===== src/rtl/dma_bw_pkg.sv =====
// Shared constants for the DMA bandwidth guard.
// Assumes a 4-bit error code field owned by this block.
package dma_bw_pkg;
    localparam int ERR_CODE_W = 4;
    localparam logic [ERR_CODE_W-1:0] ERR_NONE       = 4'h0;
    localparam logic [ERR_CODE_W-1:0] ERR_BW_TIMEOUT = 4'h6;
endpackage


===== src/rtl/bw_req_limiter.sv =====
// Request spacing limiter: passes a raw request only once the programmed
// number of cycles has elapsed since the last grant. Limit 0 means free
// running; the all-ones limit blocks every request. Assumes the raw request
// is held until granted.
module bw_req_limiter #(
    parameter int LIM_W = 16
) (
    input  logic             clk,
    input  logic             rst_n,
    input  logic             lim_wr,
    input  logic [LIM_W-1:0] lim_wdata,
    input  logic             req_in,
    output logic             req_out,
    output logic [LIM_W-1:0] lim_val
);
    localparam logic [LIM_W-1:0] LIM_STOP = '1;
    localparam logic [LIM_W-1:0] ONE      = LIM_W'(1);

    logic [LIM_W-1:0] lim_q;
    logic [LIM_W-1:0] gap_q;
    logic             open_w;

    // Grant is possible when the gap counter is empty and the limit is not the stop code.
    always_comb begin
        open_w  = (gap_q == '0) && (lim_q != LIM_STOP);
        req_out = req_in && open_w;
    end

    // Hold the limit and count down the gap after each grant.
    always_ff @(posedge clk) begin
        if (!rst_n) begin
            lim_q <= '0;
            gap_q <= '0;
        end else if (lim_wr) begin
            lim_q <= lim_wdata;
            gap_q <= '0;
        end else if (req_out) begin
            gap_q <= (lim_q > ONE) ? (lim_q - ONE) : '0;
        end else if (gap_q != '0) begin
            gap_q <= gap_q - ONE;
        end
    end

    assign lim_val = lim_q;
endmodule


===== src/rtl/bw_unit_monitor.sv =====
// Work-unit budget monitor: reloads a cycle budget on any of three events,
// counts down while a work unit is active, and pulses expire when the count
// reaches zero by decrement. Budget 0 disables counting. Assumes reload
// events are single-cycle strobes.
module bw_unit_monitor #(
    parameter int MON_W = 32
) (
    input  logic             clk,
    input  logic             rst_n,
    input  logic             mon_wr,
    input  logic [MON_W-1:0] mon_wdata,
    input  logic             cfg_wr,
    input  logic             wu_end,
    input  logic             buf_wrap,
    input  logic             wu_active,
    output logic [MON_W-1:0] mon_cur,
    output logic [MON_W-1:0] budget,
    output logic             expire
);
    localparam logic [MON_W-1:0] ONE = MON_W'(1);

    logic [MON_W-1:0] budget_q;
    logic [MON_W-1:0] cur_q;
    logic             reload_w;
    logic             step_w;

    // Decode reload and countdown conditions.
    always_comb begin
        reload_w = cfg_wr || wu_end || buf_wrap;
        step_w   = wu_active && (budget_q != '0) && (cur_q != '0) && !reload_w;
        expire   = step_w && (cur_q == ONE);
    end

    // Store the programmed budget.
    always_ff @(posedge clk) begin
        if (!rst_n)       budget_q <= '0;
        else if (mon_wr)  budget_q <= mon_wdata;
    end

    // Reload or count down the current value, saturating at zero.
    always_ff @(posedge clk) begin
        if (!rst_n)        cur_q <= '0;
        else if (reload_w) cur_q <= budget_q;
        else if (step_w)   cur_q <= cur_q - ONE;
    end

    assign mon_cur = cur_q;
    assign budget  = budget_q;
endmodule


===== src/rtl/bw_err_latch.sv =====
// Sticky error status: sets the flag and timeout code on expiry, clears
// both on a write-one-to-clear strobe. Setting wins over clearing.
module bw_err_latch
    import dma_bw_pkg::*;
(
    input  logic                  clk,
    input  logic                  rst_n,
    input  logic                  expire,
    input  logic                  err_clr,
    output logic                  err_flag,
    output logic [ERR_CODE_W-1:0] err_code
);
    // Latch error on expiry, drop it on clear.
    always_ff @(posedge clk) begin
        if (!rst_n) begin
            err_flag <= 1'b0;
            err_code <= ERR_NONE;
        end else if (expire) begin
            err_flag <= 1'b1;
            err_code <= ERR_BW_TIMEOUT;
        end else if (err_clr) begin
            err_flag <= 1'b0;
            err_code <= ERR_NONE;
        end
    end
endmodule


===== src/rtl/dma_bw_guard.sv =====
// Per-channel DMA bandwidth guard: request spacing limiter plus work-unit
// budget monitor with sticky error status. The monitor never gates requests.
module dma_bw_guard
    import dma_bw_pkg::*;
#(
    parameter int LIM_W = 16,
    parameter int MON_W = 32
) (
    input  logic                  clk,
    input  logic                  rst_n,
    input  logic                  lim_wr,
    input  logic [LIM_W-1:0]      lim_wdata,
    input  logic                  mon_wr,
    input  logic [MON_W-1:0]      mon_wdata,
    input  logic                  cfg_wr,
    input  logic                  req_in,
    input  logic                  wu_active,
    input  logic                  wu_end,
    input  logic                  buf_wrap,
    input  logic                  err_clr,
    output logic                  req_out,
    output logic [MON_W-1:0]      mon_cur,
    output logic                  err_flag,
    output logic [ERR_CODE_W-1:0] err_code
);
    logic [LIM_W-1:0] lim_val;
    logic [MON_W-1:0] mon_budget;
    logic             mon_expire;

    bw_req_limiter #(.LIM_W(LIM_W)) u_lim (
        .clk(clk), .rst_n(rst_n), .lim_wr(lim_wr), .lim_wdata(lim_wdata),
        .req_in(req_in), .req_out(req_out), .lim_val(lim_val)
    );

    bw_unit_monitor #(.MON_W(MON_W)) u_mon (
        .clk(clk), .rst_n(rst_n), .mon_wr(mon_wr), .mon_wdata(mon_wdata),
        .cfg_wr(cfg_wr), .wu_end(wu_end), .buf_wrap(buf_wrap),
        .wu_active(wu_active), .mon_cur(mon_cur), .budget(mon_budget),
        .expire(mon_expire)
    );

    bw_err_latch u_err (
        .clk(clk), .rst_n(rst_n), .expire(mon_expire), .err_clr(err_clr),
        .err_flag(err_flag), .err_code(err_code)
    );
endmodule


===== config.mk =====
export PLATFORM = sky130hd
export DESIGN_NAME = dma_bw_guard
export DESIGN_NICKNAME = d
export VERILOG_FILES = /design/src/rtl/dma_bw_pkg.sv /design/src/rtl/bw_req_limiter.sv /design/src/rtl/bw_unit_monitor.sv /design/src/rtl/bw_err_latch.sv /design/src/rtl/dma_bw_guard.sv
export SDC_FILE = /design/constraint.sdc
export NUM_CORES = 1
export LEC_CHECK = 0
export BUFFER_PORTS_ARGS = -buffer_cell sky130_fd_sc_hd__clkbuf_2
export CAP_MARGIN = 20
export CORE_MARGIN = 2
export CORE_UTILIZATION = 56
export DETAILED_ROUTE_END_ITERATION = 10
export PLACE_DENSITY = 0.8
export SLEW_MARGIN = 40
export SYNTH_ARGS = -nofsm -noshare
export SYNTH_HDL_FRONTEND = slang
export SYNTH_SLANG_ARGS = --single-unit

===== constraint.sdc =====
create_clock -name clk -period 3.1 [get_ports clk]
set_input_delay 0.62 -clock clk [delete_from_list [all_inputs] [get_ports clk]]
set_output_delay 0.62 -clock clk [all_outputs]
set_load 0.01 [all_outputs]

==> flow_summary.ini, run 1 <==
[drt]
drtIter0Drc = 304
drt_wl_total_mm = 13.79
ant_nets = 0
route.vias.total = 5089
drt-pass1-iter-count = 5
wl_per_cell_um = 16.87
vias_per_cell = 6.229
route.detailed.drc = 0

[clock_tree]
cts-root-buf = clkbuf_8
clockBufferDepth = 2
cts_tree = yes
cts_resized = 0
post-cts-setup-buffers = 0
hold_buffers = 0
path_clk_slew_ns = 0.10
htree_levels = 3
clkSinkCount = 97
cts_buffers = 9
worstSkewPairLatency_ns = 0.37

[pwr]
switching_share_pct = 38.30
p_sw_mw = 1.557
p_leak_nw = 2.423
pwr-share-clk_pct = 21.5
power_frac_seq_pct = 38.5
p_int_mw = 2.509
power_density_nw_per_um2 = 668.8
ir_worst_vdd_mv = 0.4545
combPwrFrac_pct = 40.0

[yosys]
synth_area_um2 = 5351
synth_flop_cell = dfxtp_1
yosys_warnings = 0
postSynthCellCount = 607
synthDistinctLibCells = 59
yosysSeqAreaShare_pct = 36.29
ys_ff_latch = 97
syn_area_per_cell_um2 = 8.816
synthArstFlopShare_pct = 0
synth-edff-count = 0

[layout]
diodes = 0
design_area_um2 = 6080
layout-drive-gt1-share_pct = 20.35
instances_no_fill = 817
area_delta_synth_final_pct = 13.61
final_nets = 748

[die]
die_height_um = 101.8
dieArea_um2 = 10350
start_util_pct = 57.91
core-area_um2 = 9240
io_pins = 96
fp.dieW_um = 101.8
rows = 35

[sta]
finalHoldViolations = 0
post-route-period-util_pct = 87.14
finalWorstSetupSlack_ns = 0.3987
setup_viol = 0
maxSlewViolCount = 0
tightest_slew_ns = 0.8245
clock.fmax_mhz = 370.2
setup_tns_ns = 0
worst_clock_skew_ns = 0.01395
slew_headroom_pct = 44.98
finalCriticalPeriod_ns = 2.701
rsz0062_at_grt = no

[critical_path]
crit_path_end_kind = flop
worst_setup_path_start_kind = flop
cp.required_ns = 3.40
regToRegSetupSlack_ns = 0.40
crit_type = reg -> reg
critical_path_peak_fanout = 12
arrival_ns = 3.00

[global_route]
track_usage_pct = 26.43
grt_pass1_vias = 4661
antenna_found_initial = 0
grt_pass1_wl_mm = 22.06
grt_max_degree = 46
grt_overflow = 0

[job]
cap_violations = 0

[status]
status = complete, no violations

[placed_design]
postPlaceCellArea_um2 = 5871
dpl_worst_slack_ns = 0.5262
place_hpwl_mm = 10.07
place.gp.congestion = 0.9079
dp.cells = 801
io_buffer_count = 93

[worst_hold_path]
hold_class = in -> reg
[cell usage in the layout, fill, tap and decap left out, drive strengths merged, types with 5 or more instances in the layout]
cell type,n
nand2,18
a211oi,5
nor4,27
a22oi,6
or3,12
nand4,14
o211ai,5
o31ai,19
nor3,18
mux2i,49
or4,25
ha,7
clkbuf,102
nand4b,9
nor2b,50
xnor2,17
o31a,5
a21oi,9
dfxtp,97
o21ai,42
nand3,13
a31oi,30
buf,14
nor2,27
inv,14
[power by group through the flow]
stage | clock network (mW) | registers, mW | logic (mW)
floorplan | 0 | 1.55 | 1.21
global placement | 0 | 1.58 | 1.54
detailed placement | 0 | 1.59 | 1.59
CTS | 0.893 | 1.56 | 1.61
global route | 0.928 | 1.59 | 1.79
finish | 0.873 | 1.57 | 1.63
[cell type report]
| type | instances | area [µm²] |
|---|---|---|
| clock buffer | 9 | 123.9 |
| clock inverter | 7 | 85.08 |
| fill | 792 | 3161 |
| inverter | 10 | 37.54 |
| multi-input combinational | 458 | 3157 |
| sequential | 97 | 1942 |
| tap | 129 | 161.4 |
| timing repair buffer | 107 | 573.1 |
[stage by stage]
stage / hold slack, ns / utilization, % / total power [mW]
after floorplan: 0.4703 / - / 2.757
after global placement: 0.4914 / 63.45 / 3.122
after detailed placement: 0.4979 / 63.53 / 3.182
after CTS: 0.4926 / 65.80 / 4.061
after global routing: 0.5020 / 65.80 / 4.308
final: 0.5042 / 65.80 / 4.066
[path summary, 6_finish.rpt]
kind                                  startpoint           endpoint  depth (start not counted)
worst max-delay path            u_mon.mon_cur[0]  u_mon.mon_cur[20]                          7
worst min-delay path               mon_wdata[14]   u_mon.budget[14]                          3
worst max register to register  u_mon.mon_cur[0]  u_mon.mon_cur[20]                          7
worst min register to register    u_lim.gap_q[6]     u_lim.gap_q[6]                          2
[kinds of logic after synthesis]
family                   Yosys count  synth area share [%]
AO/OA/AOI/OAI                    142                 17.42
adder cells (fa/ha/maj)            7                 1.637
buffers and inverters             53                 4.980
XOR/XNOR                          21                 3.437
multiplexers                      49                 9.165
AND/OR/NAND/NOR                  237                 27.00
flip-flops                        97                 36.29
other                              1               0.07008
[sequential cells by signal (all words and copies together) (netlist names)]
register	count
u_err.err_code	1
u_lim.gap_q	16
u_lim.lim_val	16
u_mon.budget	32
u_mon.mon_cur	32
[critical path: stages, from the launching register on]
cell	delay, ns
dfxtp_1	0.39
inv_1	0.09
ha_1	0.17
or3b_2	0.51
nor4_2	0.48
o211ai_2	0.34
or4_1	0.49
a31oi_1	0.18
[routing by layer]
metal  global-route usage (%)  vias up  wire (µm)
met5                        0        -          0
li1                         -     2468          -
met1                    35.92     2400       6074
met2                    42.86      199       6532
met3                    4.624       22        966
met4                    8.108        0        213
[cell usage after synthesis, drive strengths merged, types with 2 or more instances]
| library cell | n | area [µm²] |
|---|---|---|
| o2111ai | 3 | 26.28 |
| a21oi | 9 | 45.04 |
| xor2 | 4 | 35.03 |
| nor4b | 4 | 47.55 |
| or3 | 12 | 77.57 |
| o31ai | 19 | 142.6 |
| nand4b | 9 | 78.83 |
| a221oi | 2 | 17.52 |
| nand3b | 3 | 22.52 |
| a211oi | 5 | 37.54 |
| mux2i | 49 | 490.5 |
| nor2b | 50 | 312.8 |
| o311ai | 2 | 17.52 |
| dfxtp | 97 | 1942 |
| a31o | 2 | 17.52 |
| a22oi | 6 | 45.04 |
| nand4 | 14 | 87.58 |
| and2 | 2 | 12.51 |
| clkbuf | 30 | 152.6 |
| xnor2 | 17 | 148.9 |
| nand3 | 13 | 65.06 |
| o31a | 5 | 43.79 |
| o21ai | 42 | 210.2 |
| o21a | 4 | 30.03 |
| and4 | 2 | 17.52 |
| o41ai | 3 | 26.28 |
| inv | 10 | 37.54 |
| or4 | 25 | 191.4 |
| nor3b | 3 | 22.52 |
| a31oi | 30 | 187.7 |
| or2 | 4 | 25.02 |
| nor2 | 27 | 101.4 |
| nor3 | 18 | 90.09 |
| nor4 | 27 | 181.4 |
| o211ai | 5 | 42.54 |
| buf | 13 | 76.32 |
| nand2b | 3 | 18.77 |
| ha | 7 | 87.58 |
| nand2 | 18 | 67.56 |
(Power assumes the default switching activity.)
==> run 2: changes to the inputs <==
CAP_MARGIN = not set   (was 20)
REMOVE_ABC_BUFFERS = 1   (was not set)
==> run 2 against run 1 <==
  * Total power fell by 2.6%
  * Global-route usage rose by 0.58 points
  * Critical path depth rose by 1
  * Worst setup slack improved by 0.033 ns
  * Count of clock-buffer cells in the layout rose by 4
  * Highest routed layer unchanged
==> flow_summary.ini, run 2 (synthesis results as in run 1) <==
[clock_tree]
clockBufferDepth = 2
clkSinkCount = 97
cts_tree = yes
post-cts-setup-buffers = 0
cts_resized = 0
cts-root-buf = clkbuf_8
cts_buffers = 9
htree_levels = 3
hold_buffers = 0
worstSkewPairLatency_ns = 0.36
path_clk_slew_ns = 0.09

[drt]
top_layer_used = met4
route.detailed.drc = 0
route.vias.total = 5031
drt-pass1-iter-count = 5
dr_wl_met2_mm = 6.487
met3_length_um = 915
wl_met1_mm = 5.670
drtIter0Drc = 282
vias_per_cell = 6.150
drt_wl_total_mm = 13.37
ant_nets = 0
wl_per_cell_um = 16.34

[global_route]
grt_pass1_wl_mm = 22.65
grt_overflow = 0
antenna_found_initial = 0
track_usage_pct = 27.01
grt_max_degree = 70
grt_pass1_vias = 4751

[die]
fp.dieW_um = 101.8
die_height_um = 101.8
core-area_um2 = 9240
rows = 35
io_pins = 96
dieArea_um2 = 10350
start_util_pct = 57.91

[sta]
finalWorstSetupSlack_ns = 0.4316
setup_tns_ns = 0
slew_headroom_pct = 47.49
setup_viol = 0
worst_clock_skew_ns = 0.01200
clock.fmax_mhz = 374.8
finalHoldWorstSlack_ns = 0.5108
finalCriticalPeriod_ns = 2.668
finalHoldViolations = 0
tightest_slew_ns = 0.7868
post-route-period-util_pct = 86.08
rsz0062_at_grt = no
maxSlewViolCount = 0

[critical_path]
critPathMaxStageDelay_ns = 0.51
crit_path_end_kind = flop
arrival_ns = 2.90
crit_type = reg -> reg
worstPathCellList = inv_1 > ha_1 > or3b_2 > nor4_2 > and4_1 > buf_4 > or4_1 > a31oi_1
critical_path_peak_fanout = 27
worst_setup_path_start_kind = flop
crit_slowest_cell = or3b_2
cp.required_ns = 3.33

[worst_hold_path]
hold_class = in -> reg

[placed_design]
place_hpwl_mm = 9.833
dpl_worst_slack_ns = 0.4833
io_buffer_count = 93
place.gp.congestion = 0.8911

[pwr]
ir_worst_vdd_mv = 0.3912
finalPower_mw = 3.961
power_density_nw_per_um2 = 653.2
p_leak_nw = 2.418

[layout]
fill_cells = 761
layout-drive-gt1-share_pct = 20.17
layout_common_cells = dfxtp_1 (97), clkbuf_2 (92), nor2b_1 (50), mux2i_1 (49), o21ai_0 (41)
area_delta_synth_final_pct = 13.30
final_core_util_pct = 65.62
final_nets = 749
diodes = 0
layout_commonest_cell = dfxtp_1

[status]
status = complete, no violations

[job]
cap_violations = 0
run 2: layout make-up:
cell class              instances  area (µm²)  share of cell area (%)
clock buffers                  13       158.9                   2.621
flip-flops and latches         97        1942                   32.03
well taps                     129       161.4                   2.662
multi-input cells             458        3158                   52.08
repair buffers                108       580.6                   9.575
clock inverters                 3       25.02                  0.4127
inverters                      10       37.54                  0.6191
run 2: power by group:
| part | internal, mW | leakage [nW] | switching [mW] |
|---|---|---|---|
| Clock | 0.340 | 0.0898 | 0.435 |
| Sequential | 1.39 | 0.798 | 0.176 |
| Combinational | 0.726 | 1.53 | 0.892 |
run 2: path summary, 6_finish.rpt:
check / slack [ns] / endpoint / start / depth (start not counted)
max: 0.43 / u_mon.mon_cur[6] / u_mon.mon_cur[1] / 8
min: 0.51 / u_mon.budget[7] / mon_wdata[7] / 3
max reg2reg: 0.43 / u_mon.mon_cur[6] / u_mon.mon_cur[1] / 8
min reg2reg: 0.52 / u_lim.gap_q[6] / u_lim.gap_q[6] / 2
run 2: metal layers:
metal,vias up,track usage [%]
li1,2460,-
met1,2345,34.59
met3,27,6.694
met4,0,8.316
met2,199,44.89
met5,-,0
run 2: critical path, delay by kind of cell (launching register included):
kind                       cells  cell delay, ns
DFF                            1            0.36
adders and majority gates      1            0.18
buffers and inverters          2            0.41
and+or+nand+nor                4            1.50
AOI/OAI and AO/OA              1            0.07
run 2: metrics by stage:
stage,instances,cell area (µm²)
4_1_cts,818,6063
2_1_floorplan,565,5126
3_3_place_gp,802,5871
5_1_grt,818,6063
6_report,818,6063
3_5_place_dp,802,5879
